`config.mk`:
```
export PLATFORM = sky130hd
export DESIGN_NAME = anomaly_gate
export DESIGN_NICKNAME = d
export VERILOG_FILES = /design/src/rtl/anomaly_pkg.sv /design/src/rtl/flit_classify.sv /design/src/rtl/pkt_tracker.sv /design/src/rtl/sat_acc.sv /design/src/rtl/flit_reg.sv /design/src/rtl/ctrl_regs.sv /design/src/rtl/anomaly_gate.sv
export SDC_FILE = /design/constraint.sdc
export NUM_CORES = 1
export LEC_CHECK = 0
export BUFFER_PORTS_ARGS = -buffer_cell sky130_fd_sc_hd__buf_4
export CORE_MARGIN = 2
export CORE_UTILIZATION = 58
export DETAILED_ROUTE_END_ITERATION = 16
export GPL_ROUTABILITY_DRIVEN = 0
export PLACE_DENSITY = 0.81
export RECOVER_POWER = 50
export SLEW_MARGIN = 20
export SYNTH_ARGS = -nofsm -noshare
export SYNTH_HDL_FRONTEND = slang
export SYNTH_HIERARCHICAL = 1
export SYNTH_SLANG_ARGS = --single-unit
```
`constraint.sdc`:
```
create_clock -name clk_i -period 3.55 [get_ports clk_i]
set_clock_uncertainty 0.05 [all_clocks]
set_input_delay 0.355 -clock clk_i [delete_from_list [all_inputs] [get_ports clk_i]]
set_output_delay 0.355 -clock clk_i [all_outputs]
set_load 0.02 [all_outputs]
```
`src/rtl/anomaly_pkg.sv`:
```
`timescale 1ns/1ps
package anomaly_pkg;
  typedef enum logic [1:0] {
    OP_NOP     = 2'd0,
    OP_SET_THR = 2'd1,
    OP_READ    = 2'd2,
    OP_CLEAR   = 2'd3
  } cmd_op_e;

  typedef enum logic [1:0] {
    SEL_THR   = 2'd0,
    SEL_CNT   = 2'd1,
    SEL_SUM   = 2'd2,
    SEL_ALERT = 2'd3
  } reg_sel_e;

  localparam logic [7:0] PROTO_UDP = 8'd17;
endpackage

```
`src/rtl/flit_classify.sv`:
```
`timescale 1ns/1ps
module flit_classify #(
  parameter int unsigned READ_W = 16
) (
  input  logic [7:0]        proto_i,
  input  logic [READ_W-1:0] reading_i,
  input  logic [READ_W-1:0] thr_i,
  output logic              is_udp_o,
  output logic              above_o
);
  assign is_udp_o = (proto_i == anomaly_pkg::PROTO_UDP);
  assign above_o  = (reading_i > thr_i);
endmodule

```
`src/rtl/pkt_tracker.sv`:
```
`timescale 1ns/1ps
module pkt_tracker (
  input  logic clk_i,
  input  logic rst_ni,
  input  logic beat_i,
  input  logic last_i,
  input  logic pass_now_i,
  output logic first_o,
  output logic keep_o
);
  logic first_q, pass_q;

  always_ff @(posedge clk_i or negedge rst_ni) begin
    if (!rst_ni) begin
      first_q <= 1'b1;
      pass_q  <= 1'b0;
    end else if (beat_i) begin
      first_q <= last_i;
      if (first_q) pass_q <= pass_now_i;
    end
  end

  assign first_o = first_q;
  // first flit decides, later flits follow the latched decision
  assign keep_o  = first_q ? pass_now_i : pass_q;
endmodule

```
`src/rtl/sat_acc.sv`:
```
`timescale 1ns/1ps
module sat_acc #(
  parameter int unsigned W    = 32,
  parameter int unsigned IN_W = 1
) (
  input  logic            clk_i,
  input  logic            rst_ni,
  input  logic            clr_i,
  input  logic            en_i,
  input  logic [IN_W-1:0] inc_i,
  output logic [W-1:0]    q_o
);
  localparam logic [W-1:0] MAX_V = '1;
  localparam int unsigned  PAD_W = W + 1 - IN_W;

  logic [W-1:0] q_q;
  logic [W:0]   sum;

  assign sum = {1'b0, q_q} + {{PAD_W{1'b0}}, inc_i};

  always_ff @(posedge clk_i or negedge rst_ni) begin
    if (!rst_ni)     q_q <= '0;
    else if (clr_i)  q_q <= '0;
    else if (en_i)   q_q <= sum[W] ? MAX_V : sum[W-1:0];
  end

  assign q_o = q_q;
endmodule

```
`src/rtl/flit_reg.sv`:
```
`timescale 1ns/1ps
module flit_reg #(
  parameter int unsigned DATA_W = 64
) (
  input  logic              clk_i,
  input  logic              rst_ni,
  input  logic              load_i,
  input  logic [DATA_W-1:0] data_i,
  input  logic              last_i,
  input  logic              ready_i,
  output logic              valid_o,
  output logic [DATA_W-1:0] data_o,
  output logic              last_o
);
  logic              valid_q, last_q;
  logic [DATA_W-1:0] data_q;

  always_ff @(posedge clk_i or negedge rst_ni) begin
    if (!rst_ni) begin
      valid_q <= 1'b0;
      data_q  <= '0;
      last_q  <= 1'b0;
    end else begin
      if (load_i)       valid_q <= 1'b1;
      else if (ready_i) valid_q <= 1'b0;
      if (load_i) begin
        data_q <= data_i;
        last_q <= last_i;
      end
    end
  end

  assign valid_o = valid_q;
  assign data_o  = data_q;
  assign last_o  = last_q;
endmodule

```
`src/rtl/ctrl_regs.sv`:
```
`timescale 1ns/1ps
module ctrl_regs #(
  parameter int unsigned READ_W  = 16,
  parameter int unsigned CNT_W   = 32,
  parameter int unsigned SUM_W   = 48,
  parameter int unsigned THR_RST = 1000
) (
  input  logic              clk_i,
  input  logic              rst_ni,
  input  logic              cmd_valid_i,
  input  logic [1:0]        cmd_op_i,
  input  logic [1:0]        cmd_sel_i,
  input  logic [READ_W-1:0] cmd_wdata_i,
  input  logic [CNT_W-1:0]  cnt_i,
  input  logic [SUM_W-1:0]  sum_i,
  input  logic [CNT_W-1:0]  alert_i,
  output logic [READ_W-1:0] thr_o,
  output logic              clr_o,
  output logic              rsp_valid_o,
  output logic [SUM_W-1:0]  rsp_data_o
);
  import anomaly_pkg::*;

  logic [READ_W-1:0] thr_q;
  logic              rsp_valid_q;
  logic [SUM_W-1:0]  rsp_data_q, rd_mux;
  logic              do_read;

  assign do_read = cmd_valid_i && (cmd_op_i == OP_READ);
  assign clr_o   = cmd_valid_i && (cmd_op_i == OP_CLEAR);

  always_comb begin
    unique case (cmd_sel_i)
      SEL_THR:   rd_mux = SUM_W'(thr_q);
      SEL_CNT:   rd_mux = SUM_W'(cnt_i);
      SEL_SUM:   rd_mux = sum_i;
      default:   rd_mux = SUM_W'(alert_i);
    endcase
  end

  always_ff @(posedge clk_i or negedge rst_ni) begin
    if (!rst_ni) begin
      thr_q       <= READ_W'(THR_RST);
      rsp_valid_q <= 1'b0;
      rsp_data_q  <= '0;
    end else begin
      if (cmd_valid_i && (cmd_op_i == OP_SET_THR)) thr_q <= cmd_wdata_i;
      rsp_valid_q <= do_read;
      if (do_read) rsp_data_q <= rd_mux;
    end
  end

  assign thr_o       = thr_q;
  assign rsp_valid_o = rsp_valid_q;
  assign rsp_data_o  = rsp_data_q;
endmodule

```
`src/rtl/anomaly_gate.sv`:
```
`timescale 1ns/1ps
module anomaly_gate #(
  parameter int unsigned DATA_W    = 64,
  parameter int unsigned READ_W    = 16,
  parameter int unsigned PROTO_LSB = 0,
  parameter int unsigned READ_LSB  = 16,
  parameter int unsigned CNT_W     = 32,
  parameter int unsigned SUM_W     = 48,
  parameter int unsigned THR_RST   = 1000
) (
  input  logic              clk_i,
  input  logic              rst_ni,
  input  logic              in_valid_i,
  output logic              in_ready_o,
  input  logic [DATA_W-1:0] in_data_i,
  input  logic              in_last_i,
  output logic              out_valid_o,
  input  logic              out_ready_i,
  output logic [DATA_W-1:0] out_data_o,
  output logic              out_last_o,
  input  logic              cmd_valid_i,
  input  logic [1:0]        cmd_op_i,
  input  logic [1:0]        cmd_sel_i,
  input  logic [READ_W-1:0] cmd_wdata_i,
  output logic              rsp_valid_o,
  output logic [SUM_W-1:0]  rsp_data_o
);
  logic [READ_W-1:0] thr, reading;
  logic              clr, is_udp, above, pass_now;
  logic              first_flit, keep, beat, stat_en;
  logic [CNT_W-1:0]  cnt_q, alert_q;
  logic [SUM_W-1:0]  sum_q;

  assign reading    = in_data_i[READ_LSB +: READ_W];
  assign in_ready_o = !out_valid_o || out_ready_i;
  assign beat       = in_valid_i && in_ready_o;
  assign pass_now   = !is_udp || above;
  assign stat_en    = beat && first_flit && is_udp;

  flit_classify #(.READ_W(READ_W)) u_cls (
    .proto_i   (in_data_i[PROTO_LSB +: 8]),
    .reading_i (reading),
    .thr_i     (thr),
    .is_udp_o  (is_udp),
    .above_o   (above)
  );

  pkt_tracker u_trk (
    .clk_i      (clk_i),
    .rst_ni     (rst_ni),
    .beat_i     (beat),
    .last_i     (in_last_i),
    .pass_now_i (pass_now),
    .first_o    (first_flit),
    .keep_o     (keep)
  );

  flit_reg #(.DATA_W(DATA_W)) u_out (
    .clk_i   (clk_i),
    .rst_ni  (rst_ni),
    .load_i  (beat && keep),
    .data_i  (in_data_i),
    .last_i  (in_last_i),
    .ready_i (out_ready_i),
    .valid_o (out_valid_o),
    .data_o  (out_data_o),
    .last_o  (out_last_o)
  );

  sat_acc #(.W(CNT_W), .IN_W(1)) u_cnt (
    .clk_i (clk_i), .rst_ni (rst_ni), .clr_i (clr),
    .en_i  (stat_en), .inc_i (1'b1), .q_o (cnt_q)
  );

  sat_acc #(.W(SUM_W), .IN_W(READ_W)) u_sum (
    .clk_i (clk_i), .rst_ni (rst_ni), .clr_i (clr),
    .en_i  (stat_en), .inc_i (reading), .q_o (sum_q)
  );

  sat_acc #(.W(CNT_W), .IN_W(1)) u_alert (
    .clk_i (clk_i), .rst_ni (rst_ni), .clr_i (clr),
    .en_i  (stat_en && above), .inc_i (1'b1), .q_o (alert_q)
  );

  ctrl_regs #(
    .READ_W(READ_W), .CNT_W(CNT_W), .SUM_W(SUM_W), .THR_RST(THR_RST)
  ) u_ctrl (
    .clk_i       (clk_i),
    .rst_ni      (rst_ni),
    .cmd_valid_i (cmd_valid_i),
    .cmd_op_i    (cmd_op_i),
    .cmd_sel_i   (cmd_sel_i),
    .cmd_wdata_i (cmd_wdata_i),
    .cnt_i       (cnt_q),
    .sum_i       (sum_q),
    .alert_i     (alert_q),
    .thr_o       (thr),
    .clr_o       (clr),
    .rsp_valid_o (rsp_valid_o),
    .rsp_data_o  (rsp_data_o)
  );
endmodule

```
== After elaboration in Yosys (flattened, before gate mapping) ==
Index checks and enable logic that the tools add are counted.

* $lt $le $gt $ge: 1
* Mux-type cells: 13
* Reductions and logical operators: 16
* $add $sub $neg: 3
* Eq/ne operators: 6

{| class="wikitable"
|+ Operators by type and width
! operator !! count
|-
| $mux 32 || 6
|-
| $mux 48 || 3
|-
| $pmux 48 s3 || 1
|-
| $add 32x1->33 const B || 2
|-
| $add 48x16->49 || 1
|-
| $gt 16x16->1 || 1
|-
| $eq 8x5->1 const B || 1
|-
| $logic_and 1x1->1 || 8
|-
| $eq 2x2->1 const B || 3
|-
| $reduce_bool 2->1 || 3
|-
| $eq 2x1->1 const B || 2
|-
| $mux 1 || 3
|-
| $logic_not 1->1 || 2
|-
| $logic_not 2->1 || 1
|-
| $logic_or 1x1->1 || 2
|}

* Output and inout bits: 116
* Register bits: 245
* Bits of input ports: 90

== Depth between registers and ports, before layout ==
Gate-level depths: netlist of run 1.

* Depth after elaboration: 8
* Depth in mapped cells: 13
* Mapped depth without buffers: 13

== By module ==
The synthesis of run 1 kept the hierarchy.

{| class="wikitable"
|+ Modules (own cells, without submodules)
! module !! seq. area each (um^2) !! cells an instance !! times used !! area each (um^2)
|-
| sat_acc (u_alert ...) || 800.8 || 207 || 2 || 1949.4
|-
| sat_acc (u_sum) || 1201.2 || 405 || 1 || 3505.9
|-
| ctrl_regs || 1634.1 || 289 || 1 || 3229.3
|-
| flit_reg || 1651.6 || 140 || 1 || 2607.5
|-
| flit_classify || 0.0 || 59 || 1 || 429.2
|-
| pkt_tracker || 51.3 || 6 || 1 || 92.6
|-
| anomaly_gate || 0.0 || 8 || 1 || 57.6
|}

== Least setup slack after synthesis of run 1 ==
OpenSTA, ideal clock, no wires.

* Path type: register to register
* From: register u_ctrl.thr_q[9] (netlist: u_ctrl/thr_o[9])
* To: register u_alert.q_q[30] (netlist: u_alert/q_o[30])
* Cell stages (with the launch flop): 14
* Buffers on the path: 0
* Slack: 0.623 ns
* Data required time: 3.380 ns
* Arrival time: 2.756 ns
* Cell sequence: dfstp_2 -> inv_1 -> ha_1 -> nand4_1 -> nor4_2 -> a21boi_2 -> o31a_1 -> and3_1 -> and3_1 -> clkinv_1 -> nor3_1 -> and4b_1 -> nand3_1 -> o211a_1

* Longest elaborated chain between the ends: 3

{| class="wikitable"
|+ RTL lines
! what !! line !! text
|-
| start, declared || ctrl_regs.sv:24 || <nowiki>logic [READ_W-1:0] thr_q;</nowiki>
|-
| start signal, assigned || ctrl_regs.sv:43 || <nowiki>thr_q <= READ_W'(THR_RST);</nowiki>
|-
| start signal, assigned || ctrl_regs.sv:47 || <nowiki>if (cmd_valid_i && (cmd_op_i == OP_SET_THR)) thr_q <= cmd_wdata_i;</nowiki>
|-
| $gt 16x16->1 || flit_classify.sv:12 || <nowiki>assign above_o = (reading_i > thr_i);</nowiki>
|-
| via above || anomaly_gate.sv:29 || <nowiki>logic clr, is_udp, above, pass_now;</nowiki>
|-
| $logic_and 1x1->1 || anomaly_gate.sv:82 || <nowiki>.en_i (stat_en && above), .inc_i (1'b1), .q_o (alert_q)</nowiki>
|-
| $reduce_bool 2->1 (no line) || -- ||
|-
| end signal, assigned || sat_acc.sv:24 || <nowiki>else if (en_i) q_q <= sum[W] ? MAX_V : sum[W-1:0];</nowiki>
|-
| end, declared || sat_acc.sv:16 || <nowiki>logic [W-1:0] q_q;</nowiki>
|}

The timed path passes the listed nets, and every way through them passes these cells.
A chain may end at the register's enable or synchronous reset.

== Worst setup path after layout of run 1 ==
* From: register u_ctrl.thr_q[7] (netlist: u_ctrl/thr_o[7])
* To: register u_out.data_q[60] (netlist: u_out/data_o[60])

* Longest elaborated chain between the ends: 4

{| class="wikitable"
|+ RTL lines
! what !! line !! text
|-
| $gt 16x16->1 || flit_classify.sv:12 ||
|-
| via above || anomaly_gate.sv:29 ||
|-
| $logic_or 1x1->1 || anomaly_gate.sv:37 || <nowiki>assign pass_now = !is_udp || above;</nowiki>
|-
| via pass_now || anomaly_gate.sv:29 ||
|-
| $mux 1 || pkt_tracker.sv:25 || <nowiki>assign keep_o = first_q ? pass_now_i : pass_q;</nowiki>
|-
| via keep || anomaly_gate.sv:30 || <nowiki>logic first_flit, keep, beat, stat_en;</nowiki>
|-
| $logic_and 1x1->1 || anomaly_gate.sv:61 || <nowiki>.load_i (beat && keep),</nowiki>
|-
| end signal, assigned || flit_reg.sv:27 || <nowiki>data_q <= data_i;</nowiki>
|-
| end, declared || flit_reg.sv:16 || <nowiki>logic [DATA_W-1:0] data_q;</nowiki>
|}

The timed path passes the listed nets, and every way through them passes these cells.

==> results.yml, run 1 <==
setup_path:
  max_stage_delay_ps: 540
  cp_data_arrival_time_ps: 3770
  critical_path.startpoint_type: "flip-flop"
  crit_buf_inv: 2
  cp_cell_sequence: "inv_1 -> ha_1 -> a21oi_1 -> o21ai_0 -> a221o_1 -> o31a_1 -> nand2b_1 -> mux2_2 -> and3_4 -> buf_4 -> mux2_4"
  required_ps: 3930
  worstSetupPathType: "reg -> reg"
  cp_max_fo: 21
  crit_path_top_delay_cell: "dfstp_2"
  cp_top_family: "compound AO/OA/AOI/OAI gates"
  critPathCaptureType: "flip-flop"
yosys:
  postSynthAreaPerCell_sq_um: 10.5
  synth-seq-cells: 245
  synth_xor_area_share_pct: 0.824
  syn-cell-area_sq_um: 13800
  yosysUniqueCellTypes: 88
  synth_top_family_by_area: "simple AND/OR/NAND/NOR gates"
  ys_warn_count: 6
  synth_simple_gate_area_share_pct: 18.1
  async_reset_ff_share_pct: 100
  synth-edff-count: 0
  synth-compound-area-share_pct: 16.5
  synthAdderAreaFrac_pct: 3.40
  synthCells: 1321
  ys_seq_area_share_pct: 44.4
  synth.area.mux_share_pct: 12.7
  synthFlopType: "dfrtp_1"
job:
  drv_cap: 2
finish:
  syn2layout_area_growth_pct: 21.8
  n_fill_cell: 1675
  drive_gt1_share_pct: 26.3
  n_antenna_cell: 0
  nets: 1688
global_route:
  grt_max_degree: 98
  antenna_found_initial: 0
  track_usage_pct: 33.7
  grt_pass1_vias: 12081
  grt_overflow_total: 0
  grt_pass1_wl_microns: 65900
sta:
  rsz0062_at_grt: "false"
  holdWs_ps: 8.86
  fmax_mhz: 295
  tightest_slew_ps: 1750
  relSlewSlack_pct: -16.5
  fin_crit_ps: 3390
  drv_slew: 134
  hold_viol: 0
  min_period_over_period_pct: 95.5
  report.final.setup_viol: 0
  worst_slack_ps: 161
  tns_ps: 0
routing:
  ant_nets: 0
  remaining_drc_errors: 0
  routed_wl_microns: 42400
  dr_wl_met3_microns: 3700
  route.met2.wl_microns: 20700
  drt-wirelength-per-cell_microns: 22.3
  vias_per_cell: 6.42
  drt-met1-wl_microns: 16300
  drtIter0Drc: 1418
  drt_pass1_iterations: 5
  vias: 12198
  top_layer: "met4"
clock_tree:
  h-tree-depth: 1
  clk_latency_ps: 540
  cts_tree: "built"
  cts_root_buffer: "clkbuf_16"
  clock_sinks: 245
  postCtsSetupBuffers: 0
  cts.path.max_buffers: 3
  numCtsBuffers: 27
  clk_pin_slew_ps: 70
floorplan:
  fp.dieH_microns: 158
  ioPinCount: 206
  start_util_pct: 59.1
  rows: 56
  core_sq_um: 23400
  die_area_sq_um: 25100
  die_width_microns: 158
pwr:
  total_power_mw: 7.37
  intPower_mw: 5.29
  power_switching_mw: 2.07
  powerDensity_nw_per_um2: 437
  irDropWorstVdd_v: 0.000485
  sw_frac_of_total_pct: 28.1
  combPwrFrac_pct: 17.2
  p_leak_nw: 7.54
  p_seq_share_pct: 43.0
  p_clk_share_pct: 39.9
run_status:
  violations: "max-capacitance violations, max-slew violations"
  outcome: "finished, violations left"
placed_design:
  hpwl_microns: 26800
  place_ws_ps: 292
  io_buffers: 205
hold_path:
  hp-class: "in -> reg"
## Yosys cell counts, types with 38 or more instances
cell,number,area share [%]
nand3_1,44,1.6
inv_1,38,1.0
mux2_2,62,5.1
o21ai_0,56,2.0
nor3_1,41,1.5
mux2_4,40,4.3
nor2_1,88,2.4
nand4_1,43,1.9
a21oi_1,60,2.2
nand2_1,119,3.2
mux2i_1,45,3.3
dfrtp_1,238,43
## metrics by stage
step / utilization (%) / area (sq um) / instances
after global placement: 66.7 / 15600 / 1799
after global routing: 72.0 / 16800 / 1900
after CTS: 72.7 / 17000 / 1897
after detailed placement: 66.7 / 15600 / 1799
after floorplan: - / 13800 / 1324
final: 72.0 / 16800 / 1900
## registers in the layout, summed over array words and instances (netlist names)
name                count
u_ctrl/thr_o           16
u_out/last_o            1
u_alert/q_o            32
u_sum/q_o              48
u_cnt/q_o              32
u_ctrl/rsp_valid_o      1
u_out/data_o           64
u_ctrl/rsp_data_o      48
u_trk/pass_q            1
u_out/valid_o           1
u_trk/first_o           1
## power groups by stage
stage	registers [mW]	logic [mW]	clock network [mW]
after floorplan	3.34	0.486	0
after global placement	3.18	1.17	0
after detailed placement	3.18	1.20	0
after CTS	3.14	1.25	2.92
after global routing	3.18	1.33	3.08
final	3.16	1.27	2.94
## path summary, 6_finish.rpt
kind	from	end	slack, ps	cells past startpoint
min in group asynchronous	rst_ni	u_sum/q_o[11]	500	2
max in group asynchronous	rst_ni	u_alert/q_o[20]	650	3
worst max-delay path	u_ctrl/thr_o[7]	u_out/data_o[60]	160	11
worst min-delay path	in_last_i	u_trk/first_o	9	2
worst min register to register	u_ctrl/rsp_data_o[28]	u_ctrl/rsp_data_o[28]	430	2
worst max register to register	u_ctrl/thr_o[7]	u_out/data_o[60]	160	11
## cell families (layout without fill, tap and decap cells)
logic type / after synthesis / count (layout)
adder cells (fa/ha/maj): 37 / 37
multiplexers: 147 / 147
other: 1 / 4
AO/OA/AOI/OAI: 307 / 307
flip-flops: 245 / 245
buffers and inverters: 115 / 372
XOR/XNOR: 13 / 13
AND/OR/NAND/NOR: 456 / 456
## worst reg2reg max path: stages, from the launching register on
cell and delay (ps):
dfstp_2 540, inv_1 60, ha_1 310, a21oi_1 180, o21ai_0 170, a221o_1 340
o31a_1 310, nand2b_1 160, mux2_2 270, and3_4 260, buf_4 280, mux2_4 350
## cell usage in the layout (no fill, tap or decap), types with 31 or more instances in the layout
cell | netlist | routed
mux2_2 | 62 | 60
nor3_1 | 41 | 41
mux2i_1 | 45 | 45
dfrtp_1 | 238 | 238
mux2_4 | 40 | 40
nand3_1 | 44 | 44
buf_4 | 6 | 192
ha_1 | 36 | 36
a21oi_1 | 60 | 60
nand2_1 | 119 | 119
and3_1 | 34 | 31
nand4_1 | 43 | 43
inv_1 | 38 | 38
o21ai_0 | 56 | 57
dlygate4sd3_1 | 0 | 52
clkbuf_1 | 35 | 33
nor2_1 | 88 | 88
## cell type report
cell class,count,area [sq um],share of cell area (%)
multi-input combinational,964,7070,42.0
clock buffer,34,742,4.41
inverter,42,161,0.959
tap,319,399,2.37
clock inverter,15,174,1.03
timing repair buffer,281,2150,12.8
sequential,245,6140,36.5
## what timing repair did
item	CTS	global route
hold endpoints to repair	182	3
endpoints found under the setup margin	0	1
gates resized for setup	0	4
hold buffers	49	3
## routing by layer
layer / GRT usage (%) / vias up
met3: 6.02 / 122
li1: - / 5409
met2: 55.3 / 714
met5: 0 / -
met1: 44.3 / 5953
met4: 14.1 / 0
No activity file was read; power rests on OpenSTA's default activity.
==> run 2: changes to the inputs <==
Settings changed: CORE_UTILIZATION 58 to 57, PLACE_DENSITY 0.81 to 0.8, SYNTH_HIERARCHICAL 1 to not set.
==> run 2 against run 1 <==
  * The flow still finishes with violations (max-capacitance violations, max-slew violations)
  * Core utilization fell by 1.9 points
  * Register-to-register slack got worse by 20 ps
  * Final area fell by 9.0%
  * Synthesized area fell by 7.7%
  * Critical path type unchanged
==> results.yml, run 2 <==
routing:
  drt-wirelength-per-cell_microns: 21.3
  vias: 10896
  remaining_drc_errors: 0
  ant_nets: 0
  drtIter0Drc: 1226
  drt_pass1_iterations: 8
  routed_wl_microns: 36300
  vias_per_cell: 6.38
setup_path:
  critPathCaptureType: "flip-flop"
  cp_cell_sequence: "inv_1 -> ha_1 -> and2_1 -> a311oi_1 -> o211ai_1 -> o31ai_1 -> a211o_2 -> buf_4 -> mux2_2"
  crit_buf_inv: 2
  setup.worst_path.start: "u_ctrl.thr_o[15]"
  r2r_setup_slack_ps: 140
  max_stage_delay_ps: 510
  worstSetupPathType: "reg -> reg"
  cp_top_family: "compound AO/OA/AOI/OAI gates"
  cp_data_arrival_time_ps: 3770
  critical_path.startpoint_type: "flip-flop"
  cp_max_fo: 38
  reg2reg_depth: 9
  r2r_start: "u_ctrl.thr_o[15]"
  reg2reg_to: "u_out.data_o[47]"
  crit_path_top_delay_cell: "a311oi_1"
  required_ps: 3910
yosys:
  synth-edff-count: 0
  synthAdderAreaFrac_pct: 3.49
  synthFlopType: "dfrtp_1"
  synth.area.mux_share_pct: 13.4
  postSynthAreaPerCell_sq_um: 10.5
  synth_top_family_by_area: "compound AO/OA/AOI/OAI gates"
  synth-compound-area-share_pct: 15.8
  yosys.area.top_type: "dfrtp_1"
  syn-cell-area_sq_um: 12800
  synth_top_area_share_pct: 46.7
  synth_area_leaders: "dfrtp_1 (47%), mux2_2 (9.8%), ha_1 (3.3%), nand2_1 (3.2%), o21ai_0 (3.2%)"
  synth-seq-cells: 245
  ys_warn_count: 0
  ys_seq_area_share_pct: 48.1
  synthCells: 1212
  synth_xor_area_share_pct: 1.24
  async_reset_ff_share_pct: 100
  syn_nets: 1337
  synth_simple_gate_area_share_pct: 14.8
  yosysUniqueCellTypes: 69
  yosysMostFrequentCell: "dfrtp_1"
  ys_top_cells_by_count: "dfrtp_1 (238), mux2_2 (111), nand2_1 (108), o21ai_0 (81), a21oi_1 (72)"
hold_path:
  hp-start: "in_data_i[12]"
  hp-class: "in -> reg"
  hold_path_depth: 2
  hold_end: "u_out.data_o[12]"
floorplan:
  die_area_sq_um: 23600
  core_sq_um: 21900
  die_width_microns: 154
  ioPinCount: 206
  start_util_pct: 58.3
  rows: 54
  fp.dieH_microns: 154
run_status:
  outcome: "finished, violations left"
  violations: "max-capacitance violations, max-slew violations"
clock_tree:
  clk_latency_ps: 530
  clock_sinks: 245
  clk_pin_slew_ps: 60
  cts_tree: "built"
  postCtsHoldBufs: 1
  cts_root_buffer: "clkbuf_16"
  numCtsBuffers: 26
  h-tree-depth: 1
  cts_resized: 0
  postCtsSetupBuffers: 0
  cts.path.max_buffers: 3
global_route:
  track_usage_pct: 30.4
  grt_max_degree: 98
  grt_pass1_vias: 10611
  use_met3_pct: 4.48
  grt_pass1_wl_microns: 58200
  met2_usage_pct: 51.5
  top_usage_layer: "met2"
  grt_use_met1_pct: 41.5
  grt_overflow_total: 0
  antenna_found_initial: 0
sta:
  min_period_over_period_pct: 96.1
  tns_ps: 0
  drv_slew: 178
  fmax_mhz: 293
  report.final.setup_viol: 0
  relSlewSlack_pct: -81.8
  rsz0062_at_grt: "false"
  tightest_slew_ps: 2730
  fin_crit_ps: 3410
  hold_viol: 0
pwr:
  powerDensity_nw_per_um2: 501
  irDropWorstVdd_v: 0.000311
  total_power_mw: 7.67
  p_leak_nw: 6.72
finish:
  final_cell_mix: "dfrtp_1 (238), buf_4 (162), mux2_2 (111)"
  largest_reg_flops: 64
  drive_gt1_share_pct: 26.8
  nets: 1534
  n_antenna_cell: 0
  syn2layout_area_growth_pct: 20.1
  final_common_cell: "dfrtp_1"
  n_fill_cell: 1639
placed_design:
  hpwl_microns: 25500
  io_buffers: 205
job:
  drv_cap: 2
run 2: worst register-to-register path: cells and delay by family (launching register included):
kind,cells,cell delay (ps)
AOI/OAI and AO/OA,4,1410
and+or+nand+nor,1,150
buffers and inverters,2,510
DFF,1,430
adders and majority gates,1,320
muxes,1,420
run 2: worst max path at each step:
stage	to	slack, ps	depth (start not counted)
finish	u_out.data_o[47]	140	9
global route	u_out.data_o[52]	40	9
CTS	u_out.data_o[47]	220	9
detailed placement	u_out.data_o[47]	190	9
global placement	u_out.data_o[2]	200	9
floorplan	u_alert.q_o[5]	750	11
run 2: layer usage:
metal | wire length (microns) | up-vias
met2 | 17900 | 523
met5 | 0 | -
met1 | 14600 | 5380
met3 | 2890 | 70
li1 | - | 4923
met4 | 871 | 0
run 2: logic make-up after synthesis:
| kind of cell | Yosys count |
|---|---|
| DFF | 245 |
| buffers and inverters | 97 |
| AOI/OAI and AO/OA | 310 |
| and+or+nand+nor | 371 |
| adders and majority gates | 35 |
| muxes | 136 |
| xor gates and xnor gates | 18 |
run 2: power by group:
part | switching (mW) | leakage [nW] | total [mW] | internal (mW)
Combinational | 0.864 | 3.05 | 1.46 | 0.594
Sequential | 0.185 | 3.22 | 3.29 | 3.11
Clock | 1.13 | 0.460 | 2.92 | 1.80
run 2: stage by stage:
step                setup WS (ps)  instances  utilization (%)  area [sq um]  hold slack [ps]
floorplan                     754       1212                -         12800             9.41
global placement              197       1660             67.0         14700              400
detailed placement            191       1660             67.0         14700              398
CTS                           223       1708             71.2         15600            0.656
global route                 44.9       1708             70.0         15300             3.80
finish                        139       1708             70.0         15300             10.5
run 2: area by class of cell:
type                    instances  area (sq um)  share of cell area, %
clock buffers                  36           769                   5.02
inverters                      30           113                  0.735
well taps                     280           350                   2.29
repair buffers                236          1560                   10.2
flip-flops and latches        245          6140                   40.1
clock inverters                11           158                   1.03
multi-input cells             870          6230                   40.7
